$ cat src/rtl/uart_lvl_pkg.sv
// Package: field positions of the control word and decoders from field codes
// to character counts. Assumes FIFOs of at least 48 entries.
package uart_lvl_pkg;

    localparam int CTRL_W      = 32;
    localparam int TXTHR_LSB   = 0;
    localparam int RXTRIG_LSB  = 2;
    localparam int CTS_EN_BIT  = 14;
    localparam int CTS_INV_BIT = 15;
    localparam int TMO_LSB     = 16;
    localparam int RTS_EN_BIT  = 18;
    localparam int RTS_WM_LSB  = 19;
    localparam int RTS_INV_BIT = 21;

    typedef struct packed {
        logic [2:0] rx_trig;
        logic [1:0] tx_thr;
        logic [1:0] tmo;
        logic       cts_en;
        logic       cts_inv;
        logic       rts_en;
        logic [1:0] rts_wm;
        logic       rts_inv;
    } lvl_cfg_t;

    // Receive trigger level; the two spare codes saturate at the top level.
    function automatic logic [7:0] rx_trig_level(input logic [2:0] code);
        case (code)
            3'd0:    return 8'd1;
            3'd1:    return 8'd4;
            3'd2:    return 8'd8;
            3'd3:    return 8'd16;
            3'd4:    return 8'd32;
            default: return 8'd48;
        endcase
    endfunction

    // Transmit low-water threshold.
    function automatic logic [7:0] tx_thr_level(input logic [1:0] code);
        case (code)
            2'd0:    return 8'd0;
            2'd1:    return 8'd4;
            2'd2:    return 8'd8;
            default: return 8'd16;
        endcase
    endfunction

    // Idle timeout in character ticks; zero means disabled.
    function automatic logic [4:0] tmo_ticks(input logic [1:0] code);
        case (code)
            2'd0:    return 5'd0;
            2'd1:    return 5'd4;
            2'd2:    return 5'd8;
            default: return 5'd16;
        endcase
    endfunction

    // Request-to-send deassert watermark.
    function automatic logic [7:0] rts_mark(input logic [1:0] code);
        case (code)
            2'd0:    return 8'd8;
            2'd1:    return 8'd16;
            2'd2:    return 8'd32;
            default: return 8'd48;
        endcase
    endfunction

    // Extract all fields from the control word.
    function automatic lvl_cfg_t decode_cfg(input logic [CTRL_W-1:0] w);
        lvl_cfg_t c;
        c.rx_trig = w[RXTRIG_LSB +: 3];
        c.tx_thr  = w[TXTHR_LSB +: 2];
        c.tmo     = w[TMO_LSB +: 2];
        c.cts_en  = w[CTS_EN_BIT];
        c.cts_inv = w[CTS_INV_BIT];
        c.rts_en  = w[RTS_EN_BIT];
        c.rts_wm  = w[RTS_WM_LSB +: 2];
        c.rts_inv = w[RTS_INV_BIT];
        return c;
    endfunction

endpackage

$ cat src/rtl/uart_rx_watch.sv
// Receive-side level logic: write gating with overrun detection, the
// trigger-level event and the request-to-send watermark.
// Assumes rx_count is the FIFO occupancy for the current cycle.
module uart_rx_watch #(
    parameter int DEPTH = 64,
    parameter int CNT_W = $clog2(DEPTH + 1)
) (
    input  logic             clk,
    input  logic             rst_n,
    input  logic [CNT_W-1:0] rx_count,
    input  logic             rx_push,
    input  logic [2:0]       trig_code,
    input  logic             rts_en,
    input  logic [1:0]       rts_wm,
    output logic             rx_wr_en,
    output logic             rx_trig,
    output logic             rx_ovr,
    output logic             rts_act
);
    localparam int CMP_W = (CNT_W > 8) ? CNT_W : 8;

    logic [7:0]       trig_lvl;
    logic [7:0]       wm_lvl;
    logic [CMP_W-1:0] cnt_x;
    logic             full;

    assign trig_lvl = uart_lvl_pkg::rx_trig_level(trig_code);
    assign wm_lvl   = uart_lvl_pkg::rts_mark(rts_wm);
    assign cnt_x    = CMP_W'(rx_count);
    assign full     = (cnt_x >= CMP_W'(DEPTH));
    assign rx_wr_en = rx_push & ~full;

    // Register the trigger, overrun and request-to-send state.
    always_ff @(posedge clk) begin
        if (!rst_n) begin
            rx_trig <= 1'b0;
            rx_ovr  <= 1'b0;
            rts_act <= 1'b1;
        end else begin
            rx_trig <= (cnt_x >= CMP_W'(trig_lvl));
            rx_ovr  <= rx_push & full;
            rts_act <= ~rts_en | (cnt_x < CMP_W'(wm_lvl));
        end
    end

    // a push into a full FIFO is reported in the next cycle
    a_r5_ovr_follows: assert property (@(posedge clk) disable iff (!rst_n)
        (rx_push && rx_count == CNT_W'(DEPTH)) |=> rx_ovr);
    // no overrun pulse without a dropped push before it
    a_r5_ovr_cause: assert property (@(posedge clk) disable iff (!rst_n)
        rx_ovr |-> $past(rx_push && !rx_wr_en));
    // the lowest trigger level is one character
    a_r1_trig_nonempty: assert property (@(posedge clk) disable iff (!rst_n)
        rx_trig |-> $past(rx_count != '0));
    // request-to-send only drops after the FIFO held data
    a_r6_rts_nonempty: assert property (@(posedge clk) disable iff (!rst_n)
        !rts_act |-> $past(rx_count != '0));

endmodule

$ cat src/rtl/uart_rx_timeout.sv
// Receive idle timeout: counts character ticks while the receive FIFO holds
// data and sees no traffic. Assumes char_tick is a one-cycle pulse.
module uart_rx_timeout #(
    parameter int CNT_W = 7
) (
    input  logic             clk,
    input  logic             rst_n,
    input  logic [CNT_W-1:0] rx_count,
    input  logic             rx_push,
    input  logic             rx_pop,
    input  logic             char_tick,
    input  logic [1:0]       tmo_code,
    output logic             rx_tmo
);
    logic [4:0] limit;
    logic [4:0] idle_cnt;
    logic       empty;

    assign limit = uart_lvl_pkg::tmo_ticks(tmo_code);
    assign empty = (rx_count == '0);

    // Count idle ticks up to the limit; clear on traffic or empty FIFO.
    always_ff @(posedge clk) begin
        if (!rst_n) begin
            idle_cnt <= '0;
        end else if (empty || rx_push || rx_pop) begin
            idle_cnt <= '0;
        end else if (char_tick && idle_cnt < limit) begin
            idle_cnt <= idle_cnt + 5'd1;
        end
    end

    assign rx_tmo = (limit != '0) && !empty && (idle_cnt >= limit);

    // traffic restarts the interval
    a_r4_restart: assert property (@(posedge clk) disable iff (!rst_n)
        (rx_push || rx_pop) |=> (idle_cnt == 5'd0));
    // the counter never passes the longest interval
    a_r3_cnt_bound: assert property (@(posedge clk) disable iff (!rst_n)
        idle_cnt <= 5'd16);

endmodule

$ cat src/rtl/uart_tx_watch.sv
// Transmit-side logic: the low-water request and the clear-to-send gate on
// character loads. Assumes cts_pin is asynchronous to clk.
module uart_tx_watch #(
    parameter int CNT_W       = 7,
    parameter int SYNC_STAGES = 2
) (
    input  logic             clk,
    input  logic             rst_n,
    input  logic [CNT_W-1:0] tx_count,
    input  logic [1:0]       thr_code,
    input  logic             cts_pin,
    input  logic             cts_en,
    input  logic             cts_inv,
    input  logic             tx_load_req,
    output logic             tx_req,
    output logic             tx_load_gnt
);
    localparam int CMP_W = (CNT_W > 8) ? CNT_W : 8;

    logic [7:0] thr_lvl;
    logic       cts_s;
    logic       cts_ok;

    assign thr_lvl = uart_lvl_pkg::tx_thr_level(thr_code);

    generate
        if (SYNC_STAGES == 0) begin : g_nosync
            assign cts_s = cts_pin;
        end else begin : g_sync
            logic [SYNC_STAGES-1:0] sync_q;
            // Synchronize the clear-to-send pin.
            always_ff @(posedge clk) begin
                if (!rst_n) begin
                    sync_q <= '0;
                end else begin
                    sync_q[0] <= cts_pin;
                    for (int i = 1; i < SYNC_STAGES; i++) begin
                        sync_q[i] <= sync_q[i-1];
                    end
                end
            end
            assign cts_s = sync_q[SYNC_STAGES-1];
        end
    endgenerate

    assign cts_ok      = cts_s ^ cts_inv;
    assign tx_load_gnt = tx_load_req & (~cts_en | cts_ok);

    // Register the transmit low-water request.
    always_ff @(posedge clk) begin
        if (!rst_n) begin
            tx_req <= 1'b0;
        end else begin
            tx_req <= (CMP_W'(tx_count) <= CMP_W'(thr_lvl));
        end
    end

    // a request only follows a count within the largest threshold
    a_r2_req_low: assert property (@(posedge clk) disable iff (!rst_n)
        tx_req |-> $past(CMP_W'(tx_count) <= CMP_W'(16)));

endmodule

$ cat src/rtl/uart_level_flow.sv
// Top: decodes the control word and connects the receive watch, the idle
// timeout and the transmit watch. Assumes both FIFOs have DEPTH entries.
module uart_level_flow #(
    parameter int DEPTH       = 64,
    parameter int SYNC_STAGES = 2,
    parameter int CNT_W       = $clog2(DEPTH + 1)
) (
    input  logic                            clk,
    input  logic                            rst_n,
    input  logic [uart_lvl_pkg::CTRL_W-1:0] ctrl_word,
    input  logic [CNT_W-1:0]                rx_count,
    input  logic [CNT_W-1:0]                tx_count,
    input  logic                            rx_push,
    input  logic                            rx_pop,
    input  logic                            char_tick,
    input  logic                            tx_load_req,
    input  logic                            cts_pin,
    output logic                            rx_wr_en,
    output logic                            rx_trig,
    output logic                            rx_tmo,
    output logic                            rx_ovr,
    output logic                            tx_req,
    output logic                            tx_load_gnt,
    output logic                            rts_pin
);
    uart_lvl_pkg::lvl_cfg_t cfg;
    logic rts_act;
    logic unused_ctrl_bits;

    assign cfg              = uart_lvl_pkg::decode_cfg(ctrl_word);
    assign unused_ctrl_bits = ^{ctrl_word[31:22], ctrl_word[13:5]};

    uart_rx_watch #(.DEPTH(DEPTH), .CNT_W(CNT_W)) rx_watch_i (
        .clk(clk), .rst_n(rst_n), .rx_count(rx_count), .rx_push(rx_push),
        .trig_code(cfg.rx_trig), .rts_en(cfg.rts_en), .rts_wm(cfg.rts_wm),
        .rx_wr_en(rx_wr_en), .rx_trig(rx_trig), .rx_ovr(rx_ovr),
        .rts_act(rts_act)
    );

    uart_rx_timeout #(.CNT_W(CNT_W)) rx_tmo_i (
        .clk(clk), .rst_n(rst_n), .rx_count(rx_count), .rx_push(rx_push),
        .rx_pop(rx_pop), .char_tick(char_tick), .tmo_code(cfg.tmo),
        .rx_tmo(rx_tmo)
    );

    uart_tx_watch #(.CNT_W(CNT_W), .SYNC_STAGES(SYNC_STAGES)) tx_watch_i (
        .clk(clk), .rst_n(rst_n), .tx_count(tx_count), .thr_code(cfg.tx_thr),
        .cts_pin(cts_pin), .cts_en(cfg.cts_en), .cts_inv(cfg.cts_inv),
        .tx_load_req(tx_load_req), .tx_req(tx_req), .tx_load_gnt(tx_load_gnt)
    );

    assign rts_pin = rts_act ^ cfg.rts_inv;

endmodule

$ cat config.mk
export PLATFORM = sky130hd
export DESIGN_NAME = uart_level_flow
export DESIGN_NICKNAME = d
export VERILOG_FILES = /design/src/rtl/uart_lvl_pkg.sv /design/src/rtl/uart_rx_watch.sv /design/src/rtl/uart_rx_timeout.sv /design/src/rtl/uart_tx_watch.sv /design/src/rtl/uart_level_flow.sv
export SDC_FILE = /design/constraint.sdc
export NUM_CORES = 1
export LEC_CHECK = 0
export ABC_AREA = 1
export BUFFER_PORTS_ARGS = -buffer_cell sky130_fd_sc_hd__clkbuf_2
export CAP_MARGIN = 15
export CORE_MARGIN = 1.5
export CORE_UTILIZATION = 45
export DETAILED_ROUTE_END_ITERATION = 12
export HOLD_SLACK_MARGIN = 0.03
export PLACE_DENSITY_LB_ADDON = 0.3
export SYNTH_ARGS = -nofsm -noshare
export SYNTH_HDL_FRONTEND = slang
export SYNTH_SLANG_ARGS = --single-unit
$ cat constraint.sdc
create_clock -name clk -period 2.8 [get_ports clk]
set_clock_uncertainty 0.05 [all_clocks]
set_input_delay 0.28 -clock clk [delete_from_list [all_inputs] [get_ports clk]]
set_output_delay 0.28 -clock clk [all_outputs]
set_load 0.01 [all_outputs]
==> impl_metrics.tcl <==
set metrics [dict create \
    status "finished clean" \
    clk_latency_ns 0.28 \
    globalRouteOverflowTotal 0 \
    nFillCells 222 \
    crit_arrival_ns 1.56 \
    critPathKind "flop to output port" \
    crit_fanout 7 \
    dieArea_sq_um 2380 \
    drtAntennaViolNets 0 \
    htreeDepth 1 \
    viasPerCell 4.73 \
    grt_pass1_vias 962 \
    start_kind "flop" \
    power.share.clock_pct 29.0 \
    track_usage_pct 18.2 \
    combPwrFrac_pct 27.9 \
    cts_sinks 11 \
    yosysWarnings 0 \
    die-height_um 48.8 \
    areaGrowthSynthToFinish_pct 27.2 \
    tns_ns 0 \
    maxSlewHeadroom_pct 72.8 \
    placed_area_sq_um 1170 \
    pwr_density_cell_nw_per_um2 315 \
    p_switching_uw 115 \
    max_cap_violations 0 \
    num_vias 1008 \
    drc_errors 0 \
    tightest_slew_ns 0.405 \
    grt_pass1_wl_um 3530 \
    hold_buffers 0 \
    setup_viol 0 \
    p_int_uw 263 \
    period_share_pct 67.3 \
    io_pins 60 \
    p_total_uw 378 \
    fin_ws_ns 0.914 \
    syn_area_per_cell_sq_um 6.61 \
    nets 255 \
    ys_seq_area_share_pct 23.3 \
    drtPass1Iterations 4 \
    place_congestion 0.796 \
    netlist_instances 143 \
    portBuffers 40 \
    grt_max_degree 8 \
    pre_cts_ws_ns 1.09 \
    routedWlPerCell_um 9.20 \
    cts_resized 0 \
    rsz0062_at_grt "no" \
    synthesis.area_sq_um 945 \
    hold_path.class "input port to flop" \
    p_leak_uw 0.000669 \
    syn_nets 211 \
    ys_types 23 \
    cts_root_buf "clkbuf_4" \
    vdd_drop_max_mv 0.290 \
    antenna_found_initial 0 \
    rows 16 \
    cts_buffer_depth 2 \
    p_sw_share_pct 30.5 \
    synth_seq_cells 11 \
    fin_crit_ns 1.89 \
    cts_buffers 3 \
    drv_slew 0 \
    postCtsSetupRepairBufs 0 \
    core_area_sq_um 1960 \
    cp-end-kind "output port" \
    totalWireLength_um 1960 \
    clk_pin_slew_ns 0.08 \
    p_seq_share_pct 43.1 \
    dp_hpwl_um 1680 \
    initial_core_util_pct 48.2 \
    max_freq_ghz 0.530 \
    drt_iter0_drc 8 \
    cts_tree "done" \
    stdcell_area_sq_um 1200 \
    antenna_cells 0 \
    post-route-util_pct 61.2 \
    die_w_um 48.8 \
    finalHoldViolations 0 \
    layout-drive-gt1-share_pct 29.0 \
    crit_required_ns 2.47 \
]
-- cells in the mapped netlist, drive strengths merged --
| cell type | number | area [sq um] |
|---|---|---|
| a21oi | 10 | 50.1 |
| buf | 1 | 5.00 |
| clkinv | 1 | 5.00 |
| dfxtp | 11 | 220 |
| ha | 15 | 188 |
| inv | 24 | 90.1 |
| nand2 | 38 | 153 |
| nand3 | 9 | 50.1 |
| nand3b | 1 | 7.51 |
| nand4 | 4 | 25.0 |
| nor2 | 17 | 71.3 |
| nor3 | 2 | 15.0 |
| o21ai | 4 | 20.0 |
| o22ai | 1 | 6.26 |
| or2 | 2 | 12.5 |
| xor2 | 3 | 26.3 |
-- layout by cell type, fill, tap and decap left out, types with 2 or more instances in the layout --
cell / instances
dfxtp_1: 11
nand2_1: 36
inv_1: 22
nand3_1: 8
nor2_1: 16
inv_2: 2
ha_1: 15
a21oi_1: 10
clkinv_2: 2
o21ai_0: 3
or2_2: 2
clkbuf_2: 40
nand4_1: 4
clkbuf_4: 3
xor2_1: 3
-- flip-flops by register name (all words and copies together) (netlist names) --
register,flops
tx_watch_i.g_sync.sync_q,2
rx_tmo_i.idle_cnt,5
rx_watch_i.rts_act,1
rx_watch_i.rx_ovr,1
rx_watch_i.rx_trig,1
tx_watch_i.tx_req,1
-- per-stage QoR --
stage | cells | hold slack (ns)
after floorplan | 143 | 0.323
after global placement | 209 | 0.350
after detailed placement | 209 | 0.352
after CTS | 213 | 0.125
after global routing | 213 | 0.133
final | 213 | 0.130
-- cells by family after synthesis --
group / Yosys count / synth area share, %
AND/OR/NAND/NOR: 73 / 35.4
buffers and inverters: 26 / 10.6
AO/OA/AOI/OAI: 15 / 8.08
adder cells (fa/ha/maj): 15 / 19.9
flip-flops: 11 / 23.3
XOR/XNOR: 3 / 2.78
-- layout make-up --
cell class | instances | area (sq um) | share of cell area, %
tap | 27 | 33.8 | 2.81
inverter | 25 | 95.1 | 7.92
multi-input combinational | 106 | 624 | 52.0
timing repair buffer | 40 | 200 | 16.7
clock inverter | 1 | 5.00 | 0.417
clock buffer | 3 | 22.5 | 1.88
sequential | 11 | 220 | 18.3
-- path summary, 6_finish.rpt --
path	start	end	slack, ns	cells past startpoint
worst min-delay path	cts_pin	tx_watch_i.g_sync.sync_q[0]$_SDFF_PN0_	0.13	3
worst min register to register	tx_watch_i.g_sync.sync_q[0]$_SDFF_PN0_	tx_watch_i.g_sync.sync_q[1]$_SDFF_PN0_	0.38	2
worst max register to register	rx_tmo_i.idle_cnt[3]$_SDFFE_PP0P_	rx_tmo_i.idle_cnt[2]$_SDFFE_PP0P_	1.43	6
worst max-delay path	rx_tmo_i.idle_cnt[2]$_SDFFE_PP0P_	rx_tmo	0.91	6
-- worst max-delay path, stage by stage (launching register included) --
cell and delay [ns]:
dfxtp_1 0.46, inv_1 0.07, ha_1 0.22, nor2_1 0.19, nor2_4 0.08, a21oi_1 0.12
clkbuf_2 0.14
-- power by group through the flow --
stage | combinational [uW] | clock [uW] | sequential, uW
after CTS | 107 | 114 | 163
after detailed placement | 106 | 0 | 167
after global placement | 101 | 0 | 167
after floorplan | 56.8 | 0 | 168
after global routing | 122 | 119 | 164
final | 106 | 110 | 163
-- layer usage --
metal	GRT usage, %	share of wire [%]	up-vias
met2	37.0	52	24
met5	0	0	-
met4	5.71	1.1	0
met3	3.68	4.2	2
met1	18.0	43	438
li1	-	-	544
(Power assumes the default switching activity.)
